[src/rtl/ofp_pkg.sv]
package ofp_pkg;
  typedef enum logic [1:0] {
    OV_RUN   = 2'd0,
    OV_HOLD  = 2'd1,
    OV_LATCH = 2'd2
  } ovp_state_e;

  // Threshold multipliers as masks of right-shift terms (bit k adds ref>>k)
  localparam logic [15:0] MASK_OV    = 16'b0000_0001_1001_1001; // ~1.199
  localparam logic [15:0] MASK_UPPER = 16'b0000_0011_0011_0110; // ~0.850
  localparam logic [15:0] MASK_LOWER = 16'b0000_0110_0110_0110; // ~0.800
  localparam logic [15:0] MASK_REL   = 16'b0000_0000_0000_0110; //  0.750
  localparam logic [15:0] MASK_TRIP  = 16'b0000_0001_1001_1010; // ~0.699
endpackage

[src/rtl/ofp_thresh.sv]
module ofp_thresh #(
  parameter int CODE_W = 12,
  localparam int TH_W  = CODE_W + 1
) (
  input  logic              clk,
  input  logic              rst,
  input  logic [CODE_W-1:0] ref_code,
  output logic [TH_W-1:0]   th_ov,
  output logic [TH_W-1:0]   th_upper,
  output logic [TH_W-1:0]   th_lower,
  output logic [TH_W-1:0]   th_rel,
  output logic [TH_W-1:0]   th_trip
);
  import ofp_pkg::*;

  localparam int NTH = 5;
  localparam logic [15:0] MASKS [NTH] = '{MASK_OV, MASK_UPPER, MASK_LOWER, MASK_REL, MASK_TRIP};

  logic [TH_W-1:0] th_q [NTH];

  function automatic logic [TH_W-1:0] shift_sum(input logic [CODE_W-1:0] r, input logic [15:0] m);
    logic [TH_W-1:0] acc;
    acc = '0;
    for (int k = 0; k < 16; k++) begin
      if (m[k]) acc = acc + TH_W'(r >> k);
    end
    return acc;
  endfunction

  for (genvar g = 0; g < NTH; g++) begin : g_th
    always_ff @(posedge clk) begin
      if (rst) th_q[g] <= '0;
      else     th_q[g] <= shift_sum(ref_code, MASKS[g]);
    end
  end

  assign th_ov    = th_q[0];
  assign th_upper = th_q[1];
  assign th_lower = th_q[2];
  assign th_rel   = th_q[3];
  assign th_trip  = th_q[4];
endmodule

[src/rtl/ofp_ovp.sv]
module ofp_ovp #(
  parameter int CODE_W   = 12,
  parameter int QUAL_CYC = 200,
  localparam int TH_W    = CODE_W + 1,
  localparam int CNT_W   = $clog2(QUAL_CYC + 1)
) (
  input  logic              clk,
  input  logic              rst,
  input  logic              active,
  input  logic              strobe,
  input  logic [CODE_W-1:0] sense,
  input  logic [TH_W-1:0]   th_ov,
  input  logic [TH_W-1:0]   th_lower,
  output logic              ovp_off,
  output logic              ls_hold
);
  import ofp_pkg::*;

  ovp_state_e       state;
  logic             ov_above;
  logic [CNT_W-1:0] cnt;
  logic             over_now;
  logic             below_low;

  assign over_now  = TH_W'(sense) > th_ov;
  assign below_low = TH_W'(sense) < th_lower;

  always_ff @(posedge clk) begin
    if (rst || !active) begin
      state    <= OV_RUN;
      ov_above <= 1'b0;
      cnt      <= '0;
    end else begin
      case (state)
        OV_RUN: begin
          if (strobe && !over_now) begin
            ov_above <= 1'b0;
            cnt      <= '0;
          end else begin
            if (strobe) ov_above <= 1'b1;
            if (ov_above) begin
              if (cnt == CNT_W'(QUAL_CYC - 1)) begin
                state    <= OV_HOLD;
                ov_above <= 1'b0;
                cnt      <= '0;
              end else begin
                cnt <= cnt + 1'b1;
              end
            end
          end
        end
        OV_HOLD: begin
          if (strobe && below_low) state <= OV_LATCH;
        end
        default: state <= OV_LATCH;
      endcase
    end
  end

  assign ovp_off = (state != OV_RUN);
  assign ls_hold = (state == OV_HOLD);
endmodule

[src/rtl/ofp_oflp.sv]
module ofp_oflp #(
  parameter int CODE_W = 12,
  localparam int TH_W  = CODE_W + 1
) (
  input  logic              clk,
  input  logic              rst,
  input  logic              active,
  input  logic              strobe,
  input  logic [CODE_W-1:0] sense,
  input  logic [CODE_W-1:0] fb,
  input  logic [TH_W-1:0]   th_upper,
  input  logic [TH_W-1:0]   th_lower,
  input  logic [TH_W-1:0]   th_rel,
  input  logic [TH_W-1:0]   th_trip,
  output logic              armed,
  output logic              tripped
);
  always_ff @(posedge clk) begin
    if (rst || !active) begin
      armed   <= 1'b0;
      tripped <= 1'b0;
    end else if (strobe) begin
      if (!armed && (TH_W'(sense) > th_upper))       armed <= 1'b1;
      else if (armed && !(TH_W'(sense) > th_lower))  armed <= 1'b0;

      if (!tripped && armed && (TH_W'(fb) < th_trip)) tripped <= 1'b1;
      else if (tripped && (TH_W'(fb) > th_rel))       tripped <= 1'b0;
    end
  end
endmodule

[src/rtl/ofp_ctrl.sv]
module ofp_ctrl #(
  parameter int CODE_W      = 12,
  parameter int CLK_FREQ_HZ = 100_000_000,
  parameter int OV_QUAL_NS  = 2000
) (
  input  logic              clk,
  input  logic              rst,
  input  logic              enable,
  input  logic              supply_ok,
  input  logic              sample_valid,
  input  logic [CODE_W-1:0] sense_code,
  input  logic [CODE_W-1:0] fb_code,
  input  logic [CODE_W-1:0] ref_code,
  output logic              hs_permit,
  output logic              ls_force_on,
  output logic              sw_disable,
  output logic              pg_fault
);
  localparam int TH_W     = CODE_W + 1;
  localparam int QUAL_RAW = (CLK_FREQ_HZ / 1000) * OV_QUAL_NS / 1_000_000;
  localparam int QUAL_CYC = (QUAL_RAW < 1) ? 1 : QUAL_RAW;

  logic            active;
  logic            active_q;
  logic [TH_W-1:0] th_ov, th_upper, th_lower, th_rel, th_trip;
  logic            ovp_off, ls_hold;
  logic            oflp_armed, oflp_trip;

  assign active = enable && supply_ok;

  always_ff @(posedge clk) begin
    if (rst) active_q <= 1'b0;
    else     active_q <= active;
  end

  ofp_thresh #(.CODE_W(CODE_W)) u_thresh (
    .clk(clk), .rst(rst), .ref_code(ref_code),
    .th_ov(th_ov), .th_upper(th_upper), .th_lower(th_lower),
    .th_rel(th_rel), .th_trip(th_trip)
  );

  ofp_ovp #(.CODE_W(CODE_W), .QUAL_CYC(QUAL_CYC)) u_ovp (
    .clk(clk), .rst(rst), .active(active), .strobe(sample_valid),
    .sense(sense_code), .th_ov(th_ov), .th_lower(th_lower),
    .ovp_off(ovp_off), .ls_hold(ls_hold)
  );

  ofp_oflp #(.CODE_W(CODE_W)) u_oflp (
    .clk(clk), .rst(rst), .active(active), .strobe(sample_valid),
    .sense(sense_code), .fb(fb_code),
    .th_upper(th_upper), .th_lower(th_lower), .th_rel(th_rel), .th_trip(th_trip),
    .armed(oflp_armed), .tripped(oflp_trip)
  );

  assign hs_permit   = active_q && !ovp_off;
  assign ls_force_on = ls_hold;
  assign sw_disable  = oflp_trip;
  assign pg_fault    = ovp_off || oflp_trip;
endmodule

[config.mk]
export PLATFORM = sky130hd
export DESIGN_NAME = ofp_ctrl
export DESIGN_NICKNAME = d
export VERILOG_FILES = /design/src/rtl/ofp_pkg.sv /design/src/rtl/ofp_thresh.sv /design/src/rtl/ofp_ovp.sv /design/src/rtl/ofp_oflp.sv /design/src/rtl/ofp_ctrl.sv
export SDC_FILE = /design/constraint.sdc
export NUM_CORES = 1
export LEC_CHECK = 0
export ABC_AREA = 0
export ABC_CLOCK_PERIOD_IN_PS = 14810
export BUFFER_PORTS_ARGS = -buffer_cell sky130_fd_sc_hd__buf_4
export CAP_MARGIN = 20
export CORE_UTILIZATION = 60
export DETAILED_ROUTE_END_ITERATION = 8
export PLACE_DENSITY = 0.81
export SYNTH_ARGS = -nofsm -noshare
export SYNTH_HDL_FRONTEND = slang
export SYNTH_SLANG_ARGS = --single-unit
[constraint.sdc]
create_clock -name clk -period 14.81 [get_ports clk]
set_clock_uncertainty 0.1 [all_clocks]
set_input_delay 2.2215 -clock clk [delete_from_list [all_inputs] [get_ports clk]]
set_output_delay 2.2215 -clock clk [all_outputs]
set_load 0.02 [all_outputs]
==> impl_metrics.ini <==
[die]
io_pins = 45
dieHeight_um = 128
rows = 45
initial_core_util = 0.623
core_um2 = 15400
die_area_um2 = 16500
fp.dieW_um = 128

[final_layout]
syn_to_final_growth_pct = 9.54
antennaDiodeCount = 0
fin_area_um2 = 10500
drive_gt1_frac = 0.0770
nets = 1438
fillers = 1307

[grt]
gr-usage-all-layers = 0.271
grt.overflow.total = 0
grt_pass1_vias = 7703
grt_max_degree = 67
antenna_found_initial = 0
grt_pass1_wl_um = 35500

[worst_hold_path]
hold_class = reg -> reg

[yosys]
synth_top_cell_area_share = 0.214
synthAdderAreaFrac = 0.251
synth_xor_xnor_area_share = 0.126
synth_edf_count = 0
synth_largest_area_cell = ha_1
synthTopCellsByArea = ha_1, dfxtp_1, xnor2_1
synth-simple-area-share = 0.188
synth_cells = 1170
synthMuxAreaShare = 0.00745
yosysWarnings = 0
synth_area_um2 = 9580
ys_seq_area_frac = 0.163
synthDistinctLibCells = 82
ys.flop_type = dfxtp_1
synth_nets = 1392
synth-compound-area-share = 0.218
ys_ff_latch = 78
ys_async_sr_fraction = 0
avgSynthCellArea_um2 = 8.19
synth_top_family_by_area = adder cells

[clock_tree]
clockBufferDepth = 2
cts_root_buf = clkbuf_16
clkSinkCount = 78
numCtsBuffers = 9
cts_tree = done
worstSkewPairLatency_ns = 0.35
clkSlewWorstSetupHoldPaths_ns = 0.06
cts_setup_buffers = 0
htree_num_levels = 3
cts_resized = 0
cts_hold_repair.buffers = 0

[worst_setup_path]
required_ns = 14.99
path_max_fanout = 6
cp-start-kind = primary input
path_class = in -> reg
critPathArrivalTime_ns = 7.40
worstSetupEndpointType = flop

[timing]
relSlewSlack = 0.388
rsz0062_at_grt = no
setup_slack_ns = 7.59
hold_viol_final = 0
maxSlewViolCount = 0
finalSetupViolations = 0
fmax_ghz = 0.139
tightest_slew_ns = 0.912
min_period_ns = 7.22
whs_ns = 0.418
fin_tns_setup_ns = 0
fin_crit_sh = 0.487

[power_and_ir_drop]
switching_share = 0.438
p_comb_frac = 0.672
p_clk_frac = 0.158
power_density_nw_per_um2 = 157
leakage_nw = 4.60
peakVddDrop_mv = 0.0801
power_frac_seq = 0.170
switchingPower_w = 0.000720
total_power_w = 0.00164
p_int_w = 0.000922

[place]
gp_congestion = 0.883
pre_cts_ws_ns = 7.33
dp_hpwl_um = 17300
placed_area_um2 = 10100
port_buffers = 44

[drt]
drtIter0Drc = 326
viasPerCell = 5.80
ant_nets = 0
wirelength_um = 21800
num_vias = 8303
first_pass_iters = 5
routedWlPerCell_um = 15.2
remaining_drc_errors = 0

[run_status]
status = completed

[flow_run]
maxCapViolCount = 0
==> layout by cell type (no fill, tap or decap), types with 6 or more instances in the layout <==
cell type / synthesis / layout
inv_1: 108 / 108
and3_1: 10 / 10
or2_2: 7 / 7
a31oi_1: 11 / 11
xor2_1: 35 / 35
nand3_1: 9 / 9
o21a_1: 31 / 31
o211ai_1: 6 / 6
xnor2_1: 91 / 91
nor4_1: 8 / 8
nor2b_1: 47 / 47
fa_1: 17 / 17
o21bai_1: 10 / 10
nand4_1: 17 / 17
nor3_1: 32 / 32
buf_4: 1 / 45
clkbuf_16: 0 / 9
ha_1: 164 / 164
and2_1: 7 / 7
nand2_1: 45 / 45
nand2b_1: 18 / 18
o21ai_0: 59 / 59
a211oi_1: 15 / 15
mux2i_1: 6 / 6
o21ai_1: 6 / 6
or3_1: 7 / 7
o31a_1: 8 / 8
nor2_1: 97 / 97
a21oi_1: 85 / 85
dfxtp_1: 78 / 78
nor3b_1: 6 / 6
a21o_1: 35 / 35
==> registers in the layout, summed over array words and instances, names as in the netlist <==
name	flops
active_q	1
u_oflp.armed	1
u_oflp.tripped	1
u_ovp.cnt	8
u_ovp.ov_above	1
u_ovp.state	2
u_thresh.th_q	64
==> per-layer routing <==
metal,track usage,up-vias,part of all wire
li1,-,4285,-
met1,0.345,3811,0.48
met2,0.466,166,0.47
met3,0.0312,41,0.031
met4,0.113,0,0.027
met5,0,-,0
==> stage by stage <==
stage                     utilization  std cells
after CTS                       0.683       1432
after global routing            0.683       1432
after global placement          0.660       1416
final                           0.683       1432
after detailed placement        0.660       1416
after floorplan                     -       1170
==> cells by family (layout without fill, tap and decap cells) <==
family,Yosys count,count (layout)
flops,78,78
xor+xnor,131,131
buf+inv,119,170
compound gates,315,315
fa+ha+maj,182,182
simple gates,338,338
mux,7,7
==> worst max-delay path: stages <==
cell	delay, ns
buf_4	0.15
ha_1	0.23
fa_1	0.44
a21o_1	0.20
a211oi_1	0.31
nor2_1	0.14
ha_1	0.36
o21a_1	0.14
o31a_1	0.22
a21oi_1	0.07
ha_1	0.33
o21a_1	0.21
a211oi_1	0.51
nand4b_1	0.22
nor3_1	0.41
nand3_1	0.19
nor4b_1	0.39
a21oi_2	0.08
or4_1	0.51
o21ai_1	0.08
==> worst paths after layout <==
| check | from | to | slack (ns) | depth (start not counted) |
|---|---|---|---|---|
| min reg2reg | u_ovp.ov_above | u_ovp.ov_above | 0.42 | 2 |
| max | ref_code[2] | u_thresh.th_q[2][11] | 7.59 | 20 |
| min | u_ovp.ov_above | u_ovp.ov_above | 0.42 | 2 |
| max reg2reg | u_thresh.th_q[0][6] | u_ovp.cnt[4] | 11.65 | 11 |
==> power by group through the flow <==
stage / logic (W) / registers [W] / clock network [W]
global placement: 0.00106 / 0.000281 / 0
finish: 0.00110 / 0.000279 / 0.000260
global route: 0.00124 / 0.000284 / 0.000272
detailed placement: 0.00109 / 0.000284 / 0
floorplan: 0.000893 / 0.000279 / 0
CTS: 0.00110 / 0.000280 / 0.000265
==> cell type report <==
cell class	instances	area (µm²)	share of cell area
inverter	109	409	0.0390
multi-input combinational	973	7570	0.721
timing repair buffer	45	338	0.0322
clock inverter	6	115	0.0110
tap	211	264	0.0252
sequential	78	1560	0.149
clock buffer	10	239	0.0228
==> cell usage after synthesis (all sizes together) (18+ instances only) <==
cell,n
a211oi,18
a21o,35
a21oi,87
dfxtp,78
ha,164
inv,109
nand2,45
nand2b,18
nor2,98
nor2b,47
nor3,33
o21a,31
o21ai,65
xnor2,93
xor2,37
Note: power is estimated with default switching activity, not from simulation.
